File: src/rtl/l2_miss_tracker.sv
module l2_miss_tracker #(
  parameter int AW         = 16,
  parameter int SB_BYTES   = 32,
  parameter int SB_PER_BLK = 4,
  parameter int NSW        = 2,
  localparam int OFFW      = $clog2(SB_BYTES),
  localparam int SBW       = AW - OFFW
)(
  input  logic           clk,
  input  logic           rst_n,
  input  logic           pf_en,
  input  logic           req_valid,
  input  logic           req_write,
  input  logic           req_burst,
  input  logic [AW-1:0]  req_addr,
  input  logic           lk_hit,
  input  logic           lk_shared,
  input  logic           lk_next_hit,
  output logic           req_ready,
  output logic           mem_req_valid,
  output logic [1:0]     mem_req_kind,
  output logic [SBW-1:0] mem_req_addr,
  output logic           pf_req_valid,
  output logic [SBW-1:0] pf_req_addr,
  input  logic           mem_done_valid,
  input  logic [1:0]     mem_done_kind,
  input  logic [SBW-1:0] mem_done_addr
);
  localparam int SIW = $clog2(SB_PER_BLK);
  localparam int SWI = (NSW > 1) ? $clog2(NSW) : 1;
  localparam logic [1:0] K_RD = 2'd0, K_WR = 2'd1, K_UP = 2'd2, K_PF = 2'd3;

  logic [SBW-1:0] sb;
  logic           last_sb;
  assign sb      = req_addr[AW-1:OFFW];
  assign last_sb = &sb[SIW-1:0];

  logic           rd_busy, wr_busy, pf_busy;
  logic [SBW-1:0] pf_addr;
  logic [NSW-1:0] sw_busy;
  logic [SBW-1:0] sw_addr [NSW];

  logic d_rd, d_wr, d_pf;
  logic [NSW-1:0] d_sw;
  assign d_rd = mem_done_valid && mem_done_kind == K_RD;
  assign d_wr = mem_done_valid && mem_done_kind == K_WR;
  assign d_pf = mem_done_valid && mem_done_kind == K_PF;

  logic rd_free, wr_free, full, pf_hit;
  assign rd_free = !rd_busy || d_rd;
  assign wr_free = !wr_busy || d_wr;
  assign full    = !rd_free && !wr_free;
  assign pf_hit  = pf_busy && !d_pf && pf_addr == sb;

  logic rd_miss, wr_miss, sw_hit;
  assign rd_miss = !req_write && !lk_hit;
  assign wr_miss =  req_write && !lk_hit;
  assign sw_hit  =  req_write && lk_hit && lk_shared;

  logic           sw_match, sw_any;
  logic [SWI-1:0] sw_pick;
  always_comb begin
    sw_match = 1'b0;
    sw_any   = 1'b0;
    sw_pick  = '0;
    for (int i = 0; i < NSW; i++) begin
      d_sw[i] = mem_done_valid && mem_done_kind == K_UP && sw_busy[i] && sw_addr[i] == mem_done_addr;
      if (sw_busy[i] && !d_sw[i] && sw_addr[i] == sb) sw_match = 1'b1;
      if ((!sw_busy[i] || d_sw[i]) && !sw_any) begin
        sw_any  = 1'b1;
        sw_pick = SWI'(i);
      end
    end
  end

  always_comb begin
    if (full)         req_ready = 1'b0;
    else if (rd_miss) req_ready = rd_free && !pf_hit;
    else if (wr_miss) req_ready = wr_free && !pf_hit;
    else if (sw_hit)  req_ready = sw_any && !sw_match;
    else              req_ready = 1'b1;
  end

  logic acc, pf_go;
  assign acc   = req_valid && req_ready;
  assign pf_go = acc && !req_write && req_burst && pf_en && !lk_next_hit && !last_sb && (!pf_busy || d_pf);

  always_ff @(posedge clk) begin
    if (!rst_n) begin
      rd_busy       <= 1'b0;
      wr_busy       <= 1'b0;
      pf_busy       <= 1'b0;
      pf_addr       <= '0;
      sw_busy       <= '0;
      for (int i = 0; i < NSW; i++) sw_addr[i] <= '0;
      mem_req_valid <= 1'b0;
      mem_req_kind  <= K_RD;
      mem_req_addr  <= '0;
      pf_req_valid  <= 1'b0;
      pf_req_addr   <= '0;
    end else begin
      rd_busy <= (rd_busy && !d_rd) || (acc && rd_miss);
      wr_busy <= (wr_busy && !d_wr) || (acc && wr_miss);
      pf_busy <= (pf_busy && !d_pf) || pf_go;
      if (pf_go) pf_addr <= sb + 1'b1;
      for (int i = 0; i < NSW; i++) begin
        if (d_sw[i]) sw_busy[i] <= 1'b0;
        if (acc && sw_hit && sw_pick == SWI'(i)) begin
          sw_busy[i] <= 1'b1;
          sw_addr[i] <= sb;
        end
      end
      mem_req_valid <= acc && (rd_miss || wr_miss || sw_hit);
      mem_req_kind  <= rd_miss ? K_RD : (wr_miss ? K_WR : K_UP);
      mem_req_addr  <= sb;
      pf_req_valid  <= pf_go;
      pf_req_addr   <= sb + 1'b1;
    end
  end

  AST_RD_SINGLE: assert property (@(posedge clk) disable iff (!rst_n)
    (rd_busy && !d_rd && req_valid && rd_miss) |-> !req_ready);
  AST_WR_SINGLE: assert property (@(posedge clk) disable iff (!rst_n)
    (wr_busy && !d_wr && req_valid && wr_miss) |-> !req_ready);
  AST_FULL_STALL: assert property (@(posedge clk) disable iff (!rst_n)
    (rd_busy && wr_busy && !d_rd && !d_wr) |-> !req_ready);
  AST_MISS_ADDR: assert property (@(posedge clk) disable iff (!rst_n)
    (acc && (rd_miss || wr_miss)) |=> (mem_req_valid && mem_req_addr == $past(req_addr[AW-1:OFFW])));
  AST_PF_BOUND: assert property (@(posedge clk) disable iff (!rst_n)
    pf_req_valid |-> (pf_req_addr[SIW-1:0] != '0));
  AST_PF_SINGLE: assert property (@(posedge clk) disable iff (!rst_n)
    ($past(pf_busy) && !$past(d_pf)) |-> !pf_req_valid);
  AST_PF_OFF: assert property (@(posedge clk) disable iff (!rst_n)
    pf_req_valid |-> $past(pf_en));
  AST_PF_WAIT: assert property (@(posedge clk) disable iff (!rst_n)
    (req_valid && !lk_hit && pf_hit) |-> !req_ready);

  always @(posedge clk) begin
    if (rst_n) begin
      for (int i = 0; i < NSW; i++)
        for (int j = i + 1; j < NSW; j++)
          AST_SW_DISTINCT: assert (!(sw_busy[i] && sw_busy[j] && sw_addr[i] == sw_addr[j]));
    end
  end
endmodule

File: config.mk
export PLATFORM = sky130hd
export DESIGN_NAME = l2_miss_tracker
export DESIGN_NICKNAME = d
export VERILOG_FILES = /design/src/rtl/l2_miss_tracker.sv
export SDC_FILE = /design/constraint.sdc
export NUM_CORES = 1
export LEC_CHECK = 0
export ABC_AREA = 1
export BUFFER_PORTS_ARGS = -buffer_cell sky130_fd_sc_hd__buf_2
export CORE_ASPECT_RATIO = 0.9
export CORE_UTILIZATION = 45
export CTS_BUF_LIST = sky130_fd_sc_hd__clkbuf_4
export CTS_CLUSTER_SIZE = 24
export DETAILED_ROUTE_END_ITERATION = 16
export MAX_ROUTING_LAYER = met4
export PLACE_DENSITY = 0.68
export REMOVE_ABC_BUFFERS = 1
export SKIP_CTS_REPAIR_TIMING = 1
export SYNTH_ARGS = -nofsm -noshare
export SYNTH_HDL_FRONTEND = slang
export SYNTH_SLANG_ARGS = --single-unit
File: constraint.sdc
create_clock -name clk -period 4.83 [get_ports clk]
set_input_delay 0.7245 -clock clk [delete_from_list [all_inputs] [get_ports clk]]
set_output_delay 0.7245 -clock clk [all_outputs]
set_load 0.005 [all_outputs]
======== Word level (Yosys, flattened, before mapping) ========
Memories as Yosys holds them, arrays and structs flattened.
Cells that the tools add are included.
W data, S select, Z words.
operators by class
  add/sub/neg operators ................... 1
  $mul .................................... 0
  divide/modulo/power cells ............... 0
  order comparisons ....................... 0
  eq/ne operators ......................... 8
  shifts and indexed selects .............. 0
  multiplexer cells ....................... 23
  bitwise logic cells ..................... 4
  reduce and logical (&&, ||, !) cells .... 72
operators by type and width
  cell                     number
  $eq A11 B11 Y1           5
  $logic_and A1 B1 Y1      38
  $mux W11                 2
  $mux W1                  20
  $logic_not A1 Y1         19
  $add A11 B1 Y11 const B  1
  $logic_or A1 B1 Y1       10
  $eq A2 B2 Y1 const B     2
  $reduce_bool A2 Y1       2
  $eq A2 B1 Y1 const B     1
  $logic_not A2 Y1         1
  $mux W2                  1
  $not A1 Y1               2
  $or A1 B1 Y1             2
  $reduce_and A2 Y1        1
  $reduce_or A2 Y1         1
storage, ports and cells
  register bits after elaboration ......... 42
  bits in latches ......................... 0
  bits in writable memories ............... 22
  memory bits (read-only) ................. 0
  bits of input ports ..................... 39
  output and inout bits ................... 27
  logic and storage cells ................. 120
  memories kept ........................... 1
memories
  memory   words  width  rd ports  clocked after Yosys merged registers in  write ports  RTL line  source
  sw_addr  2      11     2         0                                        2            41        logic [SBW-1:0] sw_addr [NSW];

======== Longest topological paths before layout ========
Gate-level depths: netlist (run 1).
  depth in word-level cells ............... 23
  mapped depth ............................ 19
  depth with buffers taken out ............ 17

======== Worst setup path before layout (run 1) ========
No wires, ideal clock.
  kind .................................... input to register
  start ................................... in req_addr[5]
  end ..................................... mem sw_addr[0][0] in the netlist's numbering, enable pin
  setup time .............................. 0.394 ns
  arrival time ............................ 2.568 ns
  data required time ...................... 4.436 ns
  setup slack ............................. 1.868 ns
  stages .................................. 18
  path buffers ............................ 1
  path through ............................ buf_4 inv_1 nand2_1 nand2_1 inv_1 nand2_1 nor2_1 nand2_1 nor2_1 nand2_1 nand2_1 nand3_1 nand2_1 nand2_2 nand2_2 nor2_4 inv_2 o21ai_0
RTL lines
  element      RTL line  source
  from (decl)  15        input logic [AW-1:0] req_addr,
  to (decl)    41

======== Worst setup path after layout (run 1) ========
  start ................................... in req_addr[5]
  end ..................................... out req_ready
on the way
  longest elaborated chain between the ends .. 10
  elaborated cells between the ends (all ways) .. 17
  those cells by class .................... eq/ne: 3; mux: 6; reduce/logical: 8
RTL lines
  element                RTL line  source
  $eq A11 B11 Y1         68        if (sw_busy[i] && !d_sw[i] && sw_addr[i] == sb) sw_match = 1'b1;
  $logic_and A1 B1 Y1    68
  $mux W1 (2 in series)  68
  $logic_not A1 Y1       80        else if (sw_hit) req_ready = sw_any && !sw_match;
  $logic_and A1 B1 Y1    80
  $mux W1                80
  $mux W1                79        else if (wr_miss) req_ready = wr_free && !pf_hit;
  $mux W1 (*)            78        else if (rd_miss) req_ready = rd_free && !pf_hit;
  $mux W1 (*)            77        if (full) req_ready = 1'b0;
  to (decl)              19        output logic req_ready,
Every way passes the cells marked *; elsewhere a longest branch is shown, timed or not.

==> results.md, run 1 <==
* Status: complete, no violations
* Worst setup SP type: input pin
* Yosys reg bits at 64
* Nature of the critical path endpoint: output port
* Initial DRT Pass Iterations at 6
* Final Hold Viols at 0
* WP data arrival at 1.92 ns
* EDFF count, synth at 22
* Synth area leader: dfxtp_1
* Port bufs at 60
* Main synth FF type: dfxtp_1
* Slowest cell delay on critical path at 0.20 ns
* Post-layout min period at 2.64 ns
* CTS clock-pin slew for the worst setup and hold paths at 0.11 ns
* Initial antenna violation count at 0
* Data required, critical path at 4.11 ns
* Unrepaired setup endpoints after global routing: no
* Post-Place Worst Slack at 1.92 ns
* H-Tree Depth at 3
* Final #Nets at 493
* Starting utilization of the core area at 47.8%
* Crit path max fanout at 8
* PD cells at 285 nW/um^2
* Worst path slowest cell: buf_2
* Final setup fails at 0
* ANT cells at 0
* Worst skew pair latency at 0.41 ns
* Vias per cell at 4.60
* Clk_skew at 0.0145 ns
* Dpl hpwl at 5.17 mm
* Critical R2R Launch: sw_addr[0][8]$_DFFE_PP_
* Root Buffer: clkbuf_4
* Die footprint at 7530 um^2
* Layout cells sized above 1 at 22.5%
* DIE WIDTH at 91.4 um
* Placer Congestion at 0.843
* Hold wc startpoint: sw_busy[1]$_SDFFE_PN0P_
* GRT Resource Usage Total at 21.4%
* Clk sinks at 64
* Worst vdd ir at 0.172 mV
* Syn Inst Count at 395
* DR iter-0 viols at 157
* Clk buf depth at 2
* Setup TNS at 0 ns
* Worst Setup SP: req_addr[5]
* Most used cell, CP: nand2_1
* Tightest Hold Check Type: reg -> reg
* Final Core Density at 53.9%
* Die Y-Extent at 82.4 um
* Crit path cell chain: buf_2, inv_1, nand2_1, nand2_1, inv_1, nand2_1, nor2_1, nand2_1, nor2_1, nand2_1, nand2_1, nand3_1, nand2_1, nand2_2, buf_2
* Vias in the first global route at 2446
* Routed via count at 2522
* Top-area cell type share of the netlist area at 26.0%
* Final ANT Viol Nets at 0
* CTS Buf Count at 9
* Io pins at 66
* Global route overflow at 0
* Pleak at 1.79 nW
* Number of remaining DRC errors at 0
* Layout area overhead at 12.7%
* Tightest Pin Transition at 0.694 ns
* Fmax at 378 MHz
* Largest net degree at the start of global routing at 24
* List of most frequent post-synthesis cells: 94 x nand2_1, 59 x inv_1, 47 x nor2_1
* Core ar. at 6760 um^2
* Synth top area cells: dfxtp_1 26%, edfxtp_1 20%, nand2_1 11%, xnor2_1 9.2%, inv_1 6.8%
* Synthesis Warnings at 0
* Average cell area after synthesis at 8.19 um^2
* Slew Limit Fails at 0
* Total power at 1.04 mW
* Max-cap violations at 0
* Fin worst setup slack at 2.19 ns
* Cell Area, Synth at 3230 um^2
* Final Cycle Share at 54.7%
* Async SR Flop Fraction at 0%
* Sequential-to-total area share from yosys stat at 46.4%
* FP Rows at 28
* Detailed-route wire length per cell at 12.8 um
* Kind of critical path: in -> out
* Top-count cell post-synth: nand2_1
* Synth cell types at 33
* Max_slew headroom at 53.7%
* CTS tree: built
* First-pass GRT wire length at 11.7 mm
* Routed wire length at 7.00 mm
==> worst max-delay path, delay by kind of cell <==
family                 cells  cell delay, ns
and+or+nand+nor           11            0.73
buffers and inverters      4            0.46
==> cells by family after synthesis <==
family                   share of synthesized area (%)
XOR/XNOR                                          13.8
flip-flops                                        46.4
AO/OA/AOI/OAI                                     3.60
adder cells (fa/ha/maj)                          0.387
buffers and inverters                             11.2
AND/OR/NAND/NOR                                   24.6
==> layer usage <==
metal  share of wire (%)  track usage, %  vias up
met5                   0               -        -
met2                  46            35.6       62
met1                  47            26.3     1139
li1                    -               -     1315
met3                 5.3            4.76        6
met4                 1.1            6.67        0
==> power breakdown <==
part	internal, mW	switching [mW]
Clock	0.100	0.201
Sequential	0.580	0.0124
Combinational	0.0602	0.0861
==> area by class of cell <==
class / instances / area [um^2]
Fill cell: 666 / 3120
Sequential cell: 64 / 1500
Multi-Input combinational cell: 252 / 1370
Timing Repair Buffer: 62 / 315
Inverter: 64 / 240
Tap cell: 90 / 113
Clock buffer: 9 / 67.6
Clock inverter: 7 / 38.8
==> path summary, 6_finish.rpt <==
check / to / depth (start not counted) / slack (ns)
hold / removal: sw_busy[1]$_SDFFE_PN0P_ / 2 / 0.51
setup reg to reg: sw_addr[0][10]$_DFFE_PP_ / 14 / 2.36
hold reg to reg: sw_busy[1]$_SDFFE_PN0P_ / 2 / 0.51
setup / recovery: req_ready / 15 / 2.19
==> flip-flops by register name, summed over array words and instances, names as in the netlist, 2 cells and up <==
signal and count:
pf_addr 11, sw_addr 22, mem_req_kind 2, sw_busy 2, mem_req_addr 11, pf_req_addr 11
==> through the flow <==
stage | cells | area (um^2) | hold slack (ns)
finish | 548 | 3650 | 0.511
global route | 548 | 3650 | 0.540
CTS | 548 | 3650 | 0.505
detailed placement | 532 | 3540 | 0.490
global placement | 532 | 3540 | 0.477
floorplan | 380 | 3110 | 0.466
==> placed cells by master, fill, tap and decap left out, types with 2 or more instances in the layout <==
| cell | instances |
|---|---|
| buf_2 | 60 |
| o21ai_0 | 4 |
| nand4_1 | 4 |
| xnor2_1 | 34 |
| clkinv_2 | 4 |
| buf_4 | 2 |
| nor2_1 | 47 |
| nor4_1 | 3 |
| inv_2 | 5 |
| nor3_1 | 5 |
| nand2_2 | 3 |
| clkbuf_4 | 9 |
| nand2_1 | 94 |
| edfxtp_1 | 22 |
| inv_1 | 59 |
| clkinvlp_4 | 2 |
| a21oi_1 | 5 |
| nor2_2 | 12 |
| xor2_1 | 17 |
| nand3_1 | 10 |
| o21bai_2 | 3 |
| dfxtp_1 | 42 |
(Power assumes the default switching activity.)
==> inputs of run 2 (changes only) <==
--- a/config.mk
+++ b/config.mk
@@ -5,7 +5,7 @@
 export SDC_FILE = /design/constraint.sdc
 export NUM_CORES = 1
 export LEC_CHECK = 0
-export ABC_AREA = 1
+export ABC_AREA = 0
 export BUFFER_PORTS_ARGS = -buffer_cell sky130_fd_sc_hd__buf_2
 export CORE_ASPECT_RATIO = 0.9
 export CORE_UTILIZATION = 45
==> constraint.sdc (replaced) <==
create_clock -name clk -period 2.5 [get_ports clk]
set_input_delay 0.375 -clock clk [delete_from_list [all_inputs] [get_ports clk]]
set_output_delay 0.375 -clock clk [all_outputs]
set_load 0.005 [all_outputs]
==> results.md, run 2 <==
* Layout cells sized above 1 at 32.2%
* EDFF count, synth at 22
* Data required, critical path at 2.12 ns
* Fin worst setup slack at -0.206 ns
* Routed via count at 2169
* Design area at 3630 um^2
* Fill cells at 572
* Tightest Pin Transition at 0.437 ns
* Unrepaired setup endpoints after global routing: yes
* Yosys reg bits at 64
* R2R Path End: sw_addr[0][9]$_DFFE_PP_
* Status: finished, violations left
* Initial antenna violation count at 0
* Synth top area cells: dfxtp_1 29%, edfxtp_1 22%, xnor2_1 9.5%, xor2_1 9.5%, and2_1 6.4%
* Starting utilization of the core area at 47.2%
* Worst reg-to-reg setup slack at 0.01 ns
* Fmax at 370 MHz
* Multi-input gate area at 1390 um^2
* Die footprint at 6850 um^2
* Layout area overhead at 23.7%
* Most frequent cells in the layout: 60 x buf_2, 42 x dfxtp_1, 32 x xor2_1
* Global route overflow at 0
* Vias per cell at 5.02
* Syn Inst Count at 265
* Post-layout min period at 2.71 ns
* Core ar. at 6220 um^2
* Cell Area, Synth at 2940 um^2
* Clk buf depth at 2
* Worst skew pair latency at 0.40 ns
* Top-area cell type share of the netlist area at 28.6%
* Pleak at 1.52 nW
* List of most frequent post-synthesis cells: 42 x dfxtp_1, 32 x xnor2_1, 32 x xor2_1
* CTS Buf Count at 9
* Hold Crit Endpoint: mem_req_valid$_SDFF_PN0_
* Final setup fails at 1
* DR iter-0 viols at 139
* Vias in the first global route at 2125
* Hold wc startpoint: lk_hit
* Port bufs at 60
* Kind of critical path: reg -> out
* Io pins at 66
* Final #Nets at 380
* Average cell area after synthesis at 11.1 um^2
* Number of remaining DRC errors at 0
* Setup TNS at -0.206 ns
* Synth cell types at 36
* CTS tree: built
* GRT Resource Usage Total at 21.7%
* WP data arrival at 2.33 ns
* CTS clock-pin slew for the worst setup and hold paths at 0.10 ns
* Root Buffer: clkbuf_4
* Most common cell after layout, fill and taps aside: buf_2
* Nature of the critical path endpoint: output port
* Register with the most flip-flops: sw_addr
* Async SR Flop Fraction at 0%
* Main synth FF type: dfxtp_1
* Final ANT Viol Nets at 0
* DIE WIDTH at 87.2 um
* Crit path max fanout at 3
* Die Y-Extent at 78.6 um
* Worst vdd ir at 0.308 mV
* Final Hold Viols at 0
* Post-DP Area at 3400 um^2
* Sequential-to-total area share from yosys stat at 51.1%
* Final Cycle Share at 108%
* Reg area at 1500 um^2
* Initial DRT Pass Iterations at 4
* FP Rows at 27
* Placer Congestion at 0.830
* Tightest Hold Check Type: in -> reg
* Worst Hold Depth at 2
* H-Tree Depth at 3
* PD cells at 598 nW/um^2
* Slew Limit Fails at 0
* Max-cap violations at 0
* Clk sinks at 64
* Top-count cell post-synth: dfxtp_1
* Synth area leader: dfxtp_1
* Worst setup SP type: flop
* Synthesis Warnings at 0
* Detailed-route wire length per cell at 15.5 um
* Dpl hpwl at 4.84 mm
* Critical R2R Launch: sw_addr[0][0]$_DFFE_PP_
* ANT cells at 0
* Largest register FFs at 22
* First-pass GRT wire length at 10.5 mm
* Worst R2R Path Depth at 8
* Clk_skew at 0.00840 ns
* Largest net degree at the start of global routing at 22
* Failing checks: negative setup slack
* Max_slew headroom at 70.7%
* Routed wire length at 6.69 mm
[run 2: changes by cell type in the layout (fill, tap and decap cells not counted), sizes merged, moves of 5 or more]
cell,delta
a21oi,-5
a22o,+10
and2,+30
buf,+19
inv,-61
nand2,-89
nor2,-55
nor2b,+7
xor2,+15
[run 2: kinds of logic after synthesis]
group           after synthesis  synth area share [%]
buf+inv                      20                  3.02
flops                        64                  51.1
fa+ha+maj                     1                 0.426
xor+xnor                     64                  19.1
simple gates                 83                  16.1
compound gates               33                  10.2
[run 2: report_power, final]
part	switching [mW]	internal [mW]
registers	0.0179	1.11
clock network	0.368	0.412
logic	0.141	0.123
[run 2: layer usage]
layer	track usage, %	routed length [um]	up-vias
met4	6.56	78	0
met5	-	0	-
met3	6.73	437	7
li1	-	-	1072
met2	32.5	3020	81
met1	28.2	3150	1009
[run 2: how the worst max path moves through the flow]
stage                            start                       end  slack, ns  cells past startpoint
6_report       sw_addr[0][0]$_DFFE_PP_                 req_ready      -0.21                      8
2_1_floorplan  sw_addr[0][3]$_DFFE_PP_   sw_addr[0][0]$_DFFE_PP_      -0.31                      6
3_5_place_dp          mem_done_addr[1]  sw_addr[0][18]$_DFFE_PP_      -0.05                      9
4_1_cts        sw_addr[0][4]$_DFFE_PP_                 req_ready      -0.33                      9
3_3_place_gp         mem_done_addr[10]  sw_addr[0][11]$_DFFE_PP_       0.03                      9
5_1_grt        sw_addr[0][9]$_DFFE_PP_                 req_ready      -0.32                      8
[run 2: layout make-up]
| type | count | share of cell area, % |
|---|---|---|
| Clock buffer | 10 | 2.07 |
| Clock inverter | 6 | 2.31 |
| Inverter | 3 | 0.310 |
| Multi-Input combinational cell | 181 | 38.3 |
| Sequential cell | 64 | 41.3 |
| Tap cell | 87 | 3.00 |
| Timing Repair Buffer | 81 | 12.7 |
[run 2: per-stage QoR]
stage,util [%],hold slack (ns),setup slack [ns],power (mW),cells
after global routing,58.5,0.204,-0.324,2.27,432
after global placement,54.6,0.477,0.0292,1.41,412
final,58.5,0.216,-0.206,2.17,432
after CTS,57.2,0.186,-0.329,2.18,428
after floorplan,-,0.458,-0.313,1.27,248
after detailed placement,54.6,0.484,-0.0483,1.41,412
[run 2: critical path, stage by stage (launching register included)]
cell and delay (ns):
edfxtp_1 0.44, xnor2_1 0.19, nand4_1 0.22, o41ai_4 0.46
o21a_1 0.20, o21ai_2 0.09, buf_4 0.17, nand2_2 0.06
buf_2 0.11
